--- src/rtl/cmdpanel_pkg.sv ---
// Shared constants, phase encoding and helpers for the panel write engine.
// Assumes every phase field has the same width.
package cmdpanel_pkg;
    localparam int PH_W        = 4;
    localparam int CFG_W       = 20;
    localparam int CFG_EN_BIT  = 0;
    localparam int CFG_HLD_LSB = 4;
    localparam int CFG_ACT_LSB = 8;
    localparam int CFG_WSU_LSB = 12;
    localparam int CFG_CSU_LSB = 16;

    typedef enum logic [2:0] {
        PH_IDLE,
        PH_CSU,
        PH_FETCH,
        PH_WSU,
        PH_WACT,
        PH_WHLD
    } phase_e;

    // Counter load value for a phase: length-1, where a field of 0 means one cycle.
    function automatic logic [PH_W-1:0] load_val(input logic [PH_W-1:0] field);
        return (field == '0) ? '0 : field - 1'b1;
    endfunction
endpackage

--- src/rtl/cmdpanel_te_edge.sv ---
// Synchronises the panel tearing-effect input and emits a one-cycle pulse
// on its rising edge. Assumes te_i is asynchronous to clk.
module cmdpanel_te_edge #(
    parameter int STAGES = 2
) (
    input  logic clk,
    input  logic rst_n,
    input  logic te_i,
    output logic pulse_o
);
    logic [STAGES-1:0] sync_q;
    logic              prev_q;

    for (genvar i = 0; i < STAGES; i++) begin : g_sync
        // Shift the sampled level one stage down the synchroniser chain.
        always_ff @(posedge clk) begin
            if (!rst_n)      sync_q[i] <= 1'b0;
            else if (i == 0) sync_q[i] <= te_i;
            else             sync_q[i] <= sync_q[(i == 0) ? 0 : i-1];
        end
    end

    // Remember the last synchronised level for edge detection.
    always_ff @(posedge clk) begin
        if (!rst_n) prev_q <= 1'b0;
        else        prev_q <= sync_q[STAGES-1];
    end

    assign pulse_o = sync_q[STAGES-1] & ~prev_q;
endmodule

--- src/rtl/cmdpanel_trig_arb.sv ---
// Decides when a frame starts. Holds the trigger mode bit, the queue of
// frame-update requests, the trigger lock and the sticky interrupt flag.
// Assumes busy_i is high from the cycle after start_o until the frame ends.
module cmdpanel_trig_arb #(
    parameter int PEND_W = 2
) (
    input  logic       clk,
    input  logic       rst_n,
    input  logic       if_en_i,
    input  logic       tc_wr_i,
    input  logic [1:0] tc_val_i,
    input  logic       te_pulse_i,
    input  logic       upd_req_i,
    input  logic       irq_en_i,
    input  logic       irq_clr_i,
    input  logic       busy_i,
    input  logic       done_i,
    output logic       start_o,
    output logic       irq_o
);
    logic              mode_q;
    logic              lock_q;
    logic              irq_q;
    logic [PEND_W-1:0] pend_q;
    logic              sw_go, te_go, consume, inc;

    assign sw_go   = tc_wr_i && (tc_val_i == 2'b11);
    assign te_go   = te_pulse_i && mode_q && (pend_q != '0);
    assign start_o = if_en_i && !busy_i && !lock_q && (sw_go || te_go);
    assign consume = start_o && te_go;
    assign inc     = upd_req_i && !(&pend_q);
    assign irq_o   = irq_q;

    // Store the trigger mode on each trigger-control write.
    always_ff @(posedge clk) begin
        if (!rst_n)       mode_q <= 1'b0;
        else if (tc_wr_i) mode_q <= tc_val_i[0];
    end

    // Saturating count of queued update requests.
    always_ff @(posedge clk) begin
        if (!rst_n) pend_q <= '0;
        else begin
            case ({inc, consume})
                2'b10:   pend_q <= pend_q + 1'b1;
                2'b01:   pend_q <= pend_q - 1'b1;
                default: pend_q <= pend_q;
            endcase
        end
    end

    // Trigger lock: held until the interrupt fires, dropped at once without one.
    always_ff @(posedge clk) begin
        if (!rst_n)         lock_q <= 1'b0;
        else if (start_o)   lock_q <= 1'b1;
        else if (!irq_en_i) lock_q <= 1'b0;
        else if (done_i)    lock_q <= 1'b0;
    end

    // Sticky frame-done flag, write-1-to-clear, set has priority.
    always_ff @(posedge clk) begin
        if (!rst_n)                    irq_q <= 1'b0;
        else if (done_i && irq_en_i)   irq_q <= 1'b1;
        else if (irq_clr_i)            irq_q <= 1'b0;
    end
endmodule

--- src/rtl/cmdpanel_wr_seq.sv ---
// Phase sequencer for one frame of bus writes. Chip select is held across
// the frame and every word runs fetch, write setup, write active and write
// hold. Assumes the phase lengths stay constant while a frame is in flight.
module cmdpanel_wr_seq
    import cmdpanel_pkg::*;
#(
    parameter int DATA_W      = 16,
    parameter int FRAME_WORDS = 8
) (
    input  logic              clk,
    input  logic              rst_n,
    input  logic              start_i,
    input  logic [PH_W-1:0]   csu_i,
    input  logic [PH_W-1:0]   wsu_i,
    input  logic [PH_W-1:0]   wact_i,
    input  logic [PH_W-1:0]   whld_i,
    input  logic              pix_valid_i,
    input  logic [DATA_W-1:0] pix_data_i,
    output logic              pix_ready_o,
    output logic              cs_n_o,
    output logic              wr_n_o,
    output logic [DATA_W-1:0] data_o,
    output logic              busy_o,
    output logic              done_o
);
    localparam int WCNT_W = $clog2(FRAME_WORDS + 1);
    localparam logic [WCNT_W-1:0] LAST_WORD = WCNT_W'(FRAME_WORDS - 1);

    phase_e            st, nx;
    logic [PH_W-1:0]   cnt_q, cnt_nx;
    logic [WCNT_W-1:0] wcnt_q;
    logic              cs_n_q, wr_n_q, done_q;
    logic [DATA_W-1:0] data_q;
    logic              last_word;

    assign last_word   = (wcnt_q == LAST_WORD);
    assign pix_ready_o = (st == PH_FETCH);
    assign busy_o      = (st != PH_IDLE);
    assign cs_n_o      = cs_n_q;
    assign wr_n_o      = wr_n_q;
    assign data_o      = data_q;
    assign done_o      = done_q;

    // Next phase and phase-counter value.
    always_comb begin
        nx     = st;
        cnt_nx = cnt_q;
        case (st)
            PH_IDLE: if (start_i) begin
                nx     = PH_CSU;
                cnt_nx = load_val(csu_i);
            end
            PH_CSU: begin
                if (cnt_q == '0) nx = PH_FETCH;
                else             cnt_nx = cnt_q - 1'b1;
            end
            PH_FETCH: if (pix_valid_i) begin
                nx     = PH_WSU;
                cnt_nx = load_val(wsu_i);
            end
            PH_WSU: begin
                if (cnt_q == '0) begin
                    nx     = PH_WACT;
                    cnt_nx = load_val(wact_i);
                end else cnt_nx = cnt_q - 1'b1;
            end
            PH_WACT: begin
                if (cnt_q == '0) begin
                    nx     = PH_WHLD;
                    cnt_nx = load_val(whld_i);
                end else cnt_nx = cnt_q - 1'b1;
            end
            PH_WHLD: begin
                if (cnt_q == '0) nx = last_word ? PH_IDLE : PH_FETCH;
                else             cnt_nx = cnt_q - 1'b1;
            end
            default: nx = PH_IDLE;
        endcase
    end

    // Phase register plus registered bus controls and the done pulse.
    always_ff @(posedge clk) begin
        if (!rst_n) begin
            st     <= PH_IDLE;
            cnt_q  <= '0;
            cs_n_q <= 1'b1;
            wr_n_q <= 1'b1;
            done_q <= 1'b0;
        end else begin
            st     <= nx;
            cnt_q  <= cnt_nx;
            cs_n_q <= (nx == PH_IDLE);
            wr_n_q <= (nx != PH_WACT);
            done_q <= (st == PH_WHLD) && (nx == PH_IDLE);
        end
    end

    // Word counter within the frame.
    always_ff @(posedge clk) begin
        if (!rst_n)                                             wcnt_q <= '0;
        else if (st == PH_IDLE)                                 wcnt_q <= '0;
        else if (st == PH_WHLD && cnt_q == '0 && !last_word)    wcnt_q <= wcnt_q + 1'b1;
    end

    // Latch the stream word at the fetch handshake.
    always_ff @(posedge clk) begin
        if (!rst_n)                              data_q <= '0;
        else if (st == PH_FETCH && pix_valid_i)  data_q <= pix_data_i;
    end


    strobe_in_cs_chk: assert property (@(posedge clk) disable iff (!rst_n)
        !wr_n_q |-> !cs_n_q);


    data_hold_chk: assert property (@(posedge clk) disable iff (!rst_n)
        (!wr_n_q && $past(!wr_n_q)) |-> $stable(data_q));


    ready_in_cs_chk: assert property (@(posedge clk) disable iff (!rst_n)
        pix_ready_o |-> !cs_n_q);
endmodule

--- src/rtl/cmdpanel_wr_if.sv ---
// Top of the command-mode panel write engine. It decodes the timing word and
// ties together tearing-effect detection, trigger arbitration and the write
// sequencer. Assumes cfg_timing_i is static while a frame runs.
module cmdpanel_wr_if
    import cmdpanel_pkg::*;
#(
    parameter int DATA_W      = 16,
    parameter int FRAME_WORDS = 8,
    parameter int PEND_W      = 2,
    parameter int TE_SYNC     = 2
) (
    input  logic              clk,
    input  logic              rst_n,
    input  logic [CFG_W-1:0]  cfg_timing_i,
    input  logic              trig_ctl_wr_i,
    input  logic [1:0]        trig_ctl_i,
    input  logic              te_i,
    input  logic              upd_req_i,
    input  logic              irq_en_i,
    input  logic              irq_clr_i,
    output logic              irq_o,
    input  logic              pix_valid_i,
    input  logic [DATA_W-1:0] pix_data_i,
    output logic              pix_ready_o,
    output logic              lcd_cs_n_o,
    output logic              lcd_wr_n_o,
    output logic [DATA_W-1:0] lcd_data_o
);
    logic te_pulse_w, start_w, busy_w, done_w;
    logic unused_cfg;

    assign unused_cfg = ^cfg_timing_i[CFG_HLD_LSB-1:1];

    cmdpanel_te_edge #(.STAGES(TE_SYNC)) u_te (
        .clk     (clk),
        .rst_n   (rst_n),
        .te_i    (te_i),
        .pulse_o (te_pulse_w)
    );

    cmdpanel_trig_arb #(.PEND_W(PEND_W)) u_arb (
        .clk        (clk),
        .rst_n      (rst_n),
        .if_en_i    (cfg_timing_i[CFG_EN_BIT]),
        .tc_wr_i    (trig_ctl_wr_i),
        .tc_val_i   (trig_ctl_i),
        .te_pulse_i (te_pulse_w),
        .upd_req_i  (upd_req_i),
        .irq_en_i   (irq_en_i),
        .irq_clr_i  (irq_clr_i),
        .busy_i     (busy_w),
        .done_i     (done_w),
        .start_o    (start_w),
        .irq_o      (irq_o)
    );

    cmdpanel_wr_seq #(.DATA_W(DATA_W), .FRAME_WORDS(FRAME_WORDS)) u_seq (
        .clk         (clk),
        .rst_n       (rst_n),
        .start_i     (start_w),
        .csu_i       (cfg_timing_i[CFG_CSU_LSB +: PH_W]),
        .wsu_i       (cfg_timing_i[CFG_WSU_LSB +: PH_W]),
        .wact_i      (cfg_timing_i[CFG_ACT_LSB +: PH_W]),
        .whld_i      (cfg_timing_i[CFG_HLD_LSB +: PH_W]),
        .pix_valid_i (pix_valid_i),
        .pix_data_i  (pix_data_i),
        .pix_ready_o (pix_ready_o),
        .cs_n_o      (lcd_cs_n_o),
        .wr_n_o      (lcd_wr_n_o),
        .data_o      (lcd_data_o),
        .busy_o      (busy_w),
        .done_o      (done_w)
    );


    start_idle_chk: assert property (@(posedge clk) disable iff (!rst_n)
        start_w |-> lcd_cs_n_o);


    start_resp_chk: assert property (@(posedge clk) disable iff (!rst_n)
        start_w |=> !lcd_cs_n_o);


    irq_set_chk: assert property (@(posedge clk) disable iff (!rst_n)
        (done_w && irq_en_i) |=> irq_o);
endmodule

--- config.mk ---
export PLATFORM = sky130hd
export DESIGN_NAME = cmdpanel_wr_if
export DESIGN_NICKNAME = d
export VERILOG_FILES = /design/src/rtl/cmdpanel_pkg.sv /design/src/rtl/cmdpanel_te_edge.sv /design/src/rtl/cmdpanel_trig_arb.sv /design/src/rtl/cmdpanel_wr_seq.sv /design/src/rtl/cmdpanel_wr_if.sv
export SDC_FILE = /design/constraint.sdc
export NUM_CORES = 1
export LEC_CHECK = 0
export ABC_CLOCK_PERIOD_IN_PS = 3270
export CAP_MARGIN = 20
export CORE_MARGIN = 5
export CORE_UTILIZATION = 40
export CTS_BUF_LIST = sky130_fd_sc_hd__clkbuf_2 sky130_fd_sc_hd__clkbuf_4 sky130_fd_sc_hd__clkbuf_8
export DETAILED_ROUTE_END_ITERATION = 6
export GPL_TIMING_DRIVEN = 0
export PLACE_DENSITY = 0.75
export SETUP_SLACK_MARGIN = 0.4
export SYNTH_ARGS = -nofsm -noshare
export SYNTH_HDL_FRONTEND = slang
export SYNTH_SLANG_ARGS = --single-unit
--- constraint.sdc ---
create_clock -name clk -period 3.27 [get_ports clk]
set_input_delay 0.981 -clock clk [delete_from_list [all_inputs] [get_ports clk]]
set_output_delay 0.981 -clock clk [all_outputs]
set_load 0.05 [all_outputs]
# After elaboration in Yosys (flattened, before gate mapping)
# Index checks and enable logic that the tools add are counted.
[word_totals]
elab_cells = 97
output_inout_bits = 20
register_bits = 38
in_bits = 46
[op_classes]
bitwise = 3
add_sub_neg = 8
n_eq_ne = 14
muxes = 24
n_reduce_logical = 34
[ops]
columns = ["op", "n"]
rows = [
  ["$mux W4", 9],
  ["$logic_not A4 Y1", 5],
  ["$pmux W4 S5", 1],
  ["$sub A4 B1 Y4 const B", 5],
  ["$mux W3", 6],
  ["$pmux W3 S6", 1],
  ["$logic_and A1 B1 Y1", 13],
  ["$eq A3 B2 Y1 const B", 2],
  ["$eq A3 B3 Y1 const B", 2],
  ["$logic_not A3 Y1", 2],
  ["$ne A2 B2 Y1 const B", 3],
  ["$reduce_bool A2 Y1", 3],
  ["$mux W1", 5],
  ["$reduce_bool A5 Y1", 1],
  ["$add A4 B1 Y4 const B", 1],
  ["$eq A2 B2 Y1 const B", 2],
  ["$eq A4 B3 Y1 const B", 1],
  ["$logic_not A1 Y1", 4],
  ["$pmux W2 S2", 1],
  ["$reduce_and A4 Y1", 1],
  ["$reduce_or A2 Y1", 2],
  ["$eq A3 B1 Y1 const B", 1],
  ["$ne A3 B1 Y1 const B", 1],
  ["$ne A3 B3 Y1 const B", 1],
  ["other kinds (9)", 10],
]

# Logic depth before layout (Yosys ltp)
[logic_depth]
depth_word = 10
mapped_depth = 8
depth_no_buf = 7

# Cells and area by module
# From an unflattened synthesis, not the netlist that was laid out.
[hier_totals]
hier_cells = 247
hier_area_um2 = 2067.0
[by_module_without_submodules]
columns = ["mod", "cells_each", "area_per_inst_um2", "seq_area_each_um2", "instances"]
rows = [
  ["cmdpanel_wr_seq", 213, 1732.9, 600.6, 1],
  ["cmdpanel_trig_arb", 27, 241.5, 100.1, 1],
  ["cmdpanel_te_edge", 7, 92.6, 60.1, 1],
]

# Worst setup path before layout
# No wires, ideal clock.
[synth_timing]
path_type = "reg2out"
startpoint = "register u_seq.st[0]"
endpoint = "output pix_ready_o"
slack_ps = 1096
n_path_buf = 1
path_stages_with_launch = 3
t_required_ps = 2289
arrival_time_ps = 1193
path_cell_list = "dfxtp_1 > buf_4 > nor3b_2"
[synth_via]
elab_chain_len = 1
[synth_lines]
columns = ["item", "line", "text"]
rows = [
  ["start: declaration", "cmdpanel_wr_seq.sv:29", "phase_e st, nx;"],
  ["start signal: assignment", "cmdpanel_wr_seq.sv:90", "st <= nx;"],
  ["$eq A3 B2 Y1", "cmdpanel_wr_seq.sv:37", "assign pix_ready_o = (st == PH_FETCH);"],
  ["end: declaration", "cmdpanel_wr_if.sv:24", "output logic pix_ready_o,"],
]
# No other way between the ends.

# Worst setup path in the final report
# Ends and elaborated chain as after synthesis.

==> impl_metrics.toml <==
[cells_and_area]
drive_gt1_share_pct = 7.14
n_antenna_cell = 0
final_area_sq_mm = 0.00291
syn_to_final_growth_pct = 39.2
fin_nets = 378

[yosys]
synth.net_count = 309
ys.flop_type = "dfxtp_1"
synth_top_family_by_area = "simple AND/OR/NAND/NOR gates"
synth_fa_ha_area_share_pct = 5.99
avgSynthCellArea_sq_um = 8.26
synth.cell_area_sq_mm = 0.00209
synth.distinct_cells = 54
yosys.area_share.simple_pct = 28.4
synth_edf_count = 0
synth_xor_area_share_pct = 2.93
yosys_warnings = 0
syn-instance-count = 253
synth-compound-area-share_pct = 19.8
yosysSeqAreaShare_pct = 36.4
postSynth.asyncResetShare_pct = 0
synth_seq_cells = 38
synthMuxAreaShare_pct = 2.40

[min_path]
min_path_cells = 1
min_path_type = "flip-flop to flip-flop"
min_from = "u_te.sync_q[0]"
min_to = "u_te.sync_q[1]"

[floorplan]
fp.dieArea_sq_mm = 0.00677
die_h_um = 82.3
fp-row-count = 26
core_area_sq_mm = 0.00507
start_util_pct = 41.2
die_width_um = 82.3
ios = 66

[place]
hpwl_mm = 4.08
routabilityCongestion = 0.854
dpl_cell_area_sq_mm = 0.00280
portBuffers = 62

[routing]
ant_nets = 0
routedWlPerCell_um = 13.2
drt_iter0_drc = 80
drc = 0
vias_per_cell = 5.09
dr_total_vias = 1994
first_pass_iters = 4
wirelength_mm = 5.17

[sta]
setup_violations = 0
finalCriticalPeriod_ns = 2.62
clock_skew_ns = 0.00607
worstMarginPinSlew_ns = 0.517
hold_viol_final = 0
min_period_over_period_pct = 80.2
fmax_mhz = 381
slew_violations = 0
rsz0062_at_grt = "no"
slew_headroom_pct = 65.4
fin_setup_tns_ns = 0

[power]
ir_worst_vdd_mv = 0.168
power.density_mw_per_mm2 = 381
power.leakage_nw = 1.08

[setup_path]
worstPathMaxFanout = 10
timing.rr.start = "u_seq.cnt_q[0]"
path_class = "flip-flop to primary output"
r2r_cells = 7
arrival_ns = 1.64
crit_path_start_kind = "flip-flop"
crit_path_end_kind = "primary output"
crit_slowest_cell = "dlygate4sd2_1"
r2r_setup_slack_ns = 1.34
crit_path_cell_trace = "buf_4 > nor3b_2 > dlygate4sd2_1"
cp_num_buf_inv = 2
slowest_delay_ns = 0.57
regToRegEndpoint = "u_seq.cnt_q[2]"
cp_data_required_time_ns = 2.29
cp_top_family = "buffers and inverters"

[clock_network]
root_buffer = "clkbuf_8"
holdBufCountCts = 0
cts.path.max_buffers = 2
clkLatencyLatePin_ns = 0.29
cts.clk_slew.worst_paths_ns = 0.08
cts.sinks = 38
cts_buffers = 5
tritoncts = "built"
htreeDepth = 2

[grt]
grt_pass1_wl_mm = 8.22
track_usage_pct = 15.5
grt_max_degree = 12
grt_pass1_vias = 1855
overflow = 0
antenna_found_initial = 0

[status]
outcome = "finished clean"

[job]
maxCapViolCount = 0
synthesized netlist by cell type (4+ instances only):
master / number / area [sq um]
a21oi_1: 24 / 120
and2_1: 6 / 37.5
clkbuf_1: 5 / 18.8
dfxtp_1: 38 / 761
ha_1: 10 / 125
inv_1: 10 / 37.5
mux2i_1: 5 / 50.1
nand2_1: 46 / 173
nand2b_1: 5 / 31.3
nor2_1: 15 / 56.3
nor2b_1: 6 / 37.5
nor3_1: 9 / 45.0
o21ai_0: 6 / 30.0
o22ai_1: 5 / 31.3
xnor2_1: 4 / 35.0
timing repair:
| item | 4_1_cts | 5_1_grt |
|---|---|---|
| gates resized for setup | 1 | 0 |
| setup buffers | 0 | 0 |
| endpoints found under the setup margin | 1 | 0 |
final cells by class:
type / count / area, sq um
Sequential cell: 38 / 761
Clock buffer: 6 / 82.6
Inverter: 10 / 37.5
Tap cell: 70 / 87.6
Clock inverter: 1 / 30.0
Multi-Input combinational cell: 196 / 1240
Timing Repair Buffer: 62 / 619
Fill cell: 488 / 2170
Buffer: 9 / 47.5
cell families after synthesis:
logic type / Yosys count
multiplexers: 5
XOR/XNOR: 7
flip-flops: 38
adder cells (fa/ha/maj): 10
AO/OA/AOI/OAI: 62
AND/OR/NAND/NOR: 112
buffers and inverters: 19
registers in the layout, summed over array words and instances, names as in the netlist:
register      cells
u_arb.irq_o       1
u_seq.st          3
u_seq.cnt_q       4
u_seq.data_o     16
u_seq.cs_n_o      1
u_seq.wr_n_o      1
u_arb.lock_q      1
u_te.prev_q       1
u_arb.pend_q      2
u_seq.done_o      1
u_te.sync_q       2
u_seq.wcnt_q      4
u_arb.mode_q      1
worst reg2reg max path: cells and delay by family, from the launching register on:
kind            cells  cell delay [ns]
compound gates      3             0.64
simple gates        2             0.52
fa+ha+maj           1             0.22
buf+inv             1             0.09
flops               1             0.34
power by group:
group	internal [mW]	leakage, nW	switching, mW
clock	0.244	0.0573	0.159
sequential	0.477	0.308	0.0119
combinational	0.112	0.719	0.106
total	0.832	1.08	0.277
per-layer routing:
layer	vias to the layer above	GRT usage (%)	part of all wire [%]
met5	-	0	0
met2	61	26.8	47
met4	0	3.82	0.31
met1	907	19.3	43
met3	2	3.69	10
li1	1024	-	-
layout by cell type, fill, tap and decap left out, types with 3 or more instances in the layout:
cell	instances
and2_1	6
a21oi_1	24
nand2_1	46
or3_1	3
nor3_1	9
o22ai_1	5
nand2b_1	5
nor2b_1	6
dfxtp_1	38
o21ai_1	3
o221ai_1	3
o21ai_0	6
clkbuf_1	5
xnor2_1	4
mux2i_1	5
xor2_1	3
nor2_1	15
inv_1	10
clkdlybuf4s50_1	61
ha_1	10
o31ai_1	3
clkbuf_8	6
stage by stage:
step | utilization [%] | setup WS (ns) | power, mW | hold slack (ns) | instances
after floorplan | - | 1.10 | 0.623 | 0.412 | 253
after global placement | 55.1 | 0.574 | 0.713 | 0.414 | 385
after detailed placement | 55.1 | 0.557 | 0.716 | 0.424 | 385
after CTS | 57.3 | 0.629 | 1.12 | 0.442 | 392
after global routing | 57.3 | 0.583 | 1.16 | 0.452 | 392
final | 57.3 | 0.647 | 1.11 | 0.439 | 392
worst max path at each step:
stage | end | from | slack, ns | cells past startpoint
2_1_floorplan | pix_ready_o | u_seq.st[0] | 1.10 | 2
3_3_place_gp | u_arb.pend_q[1] | cfg_timing_i[0] | 0.57 | 7
3_5_place_dp | u_arb.pend_q[1] | cfg_timing_i[0] | 0.56 | 7
4_1_cts | pix_ready_o | u_seq.st[0] | 0.63 | 3
5_1_grt | pix_ready_o | u_seq.st[0] | 0.58 | 3
6_report | pix_ready_o | u_seq.st[0] | 0.65 | 3
(Power assumes the default switching activity.)
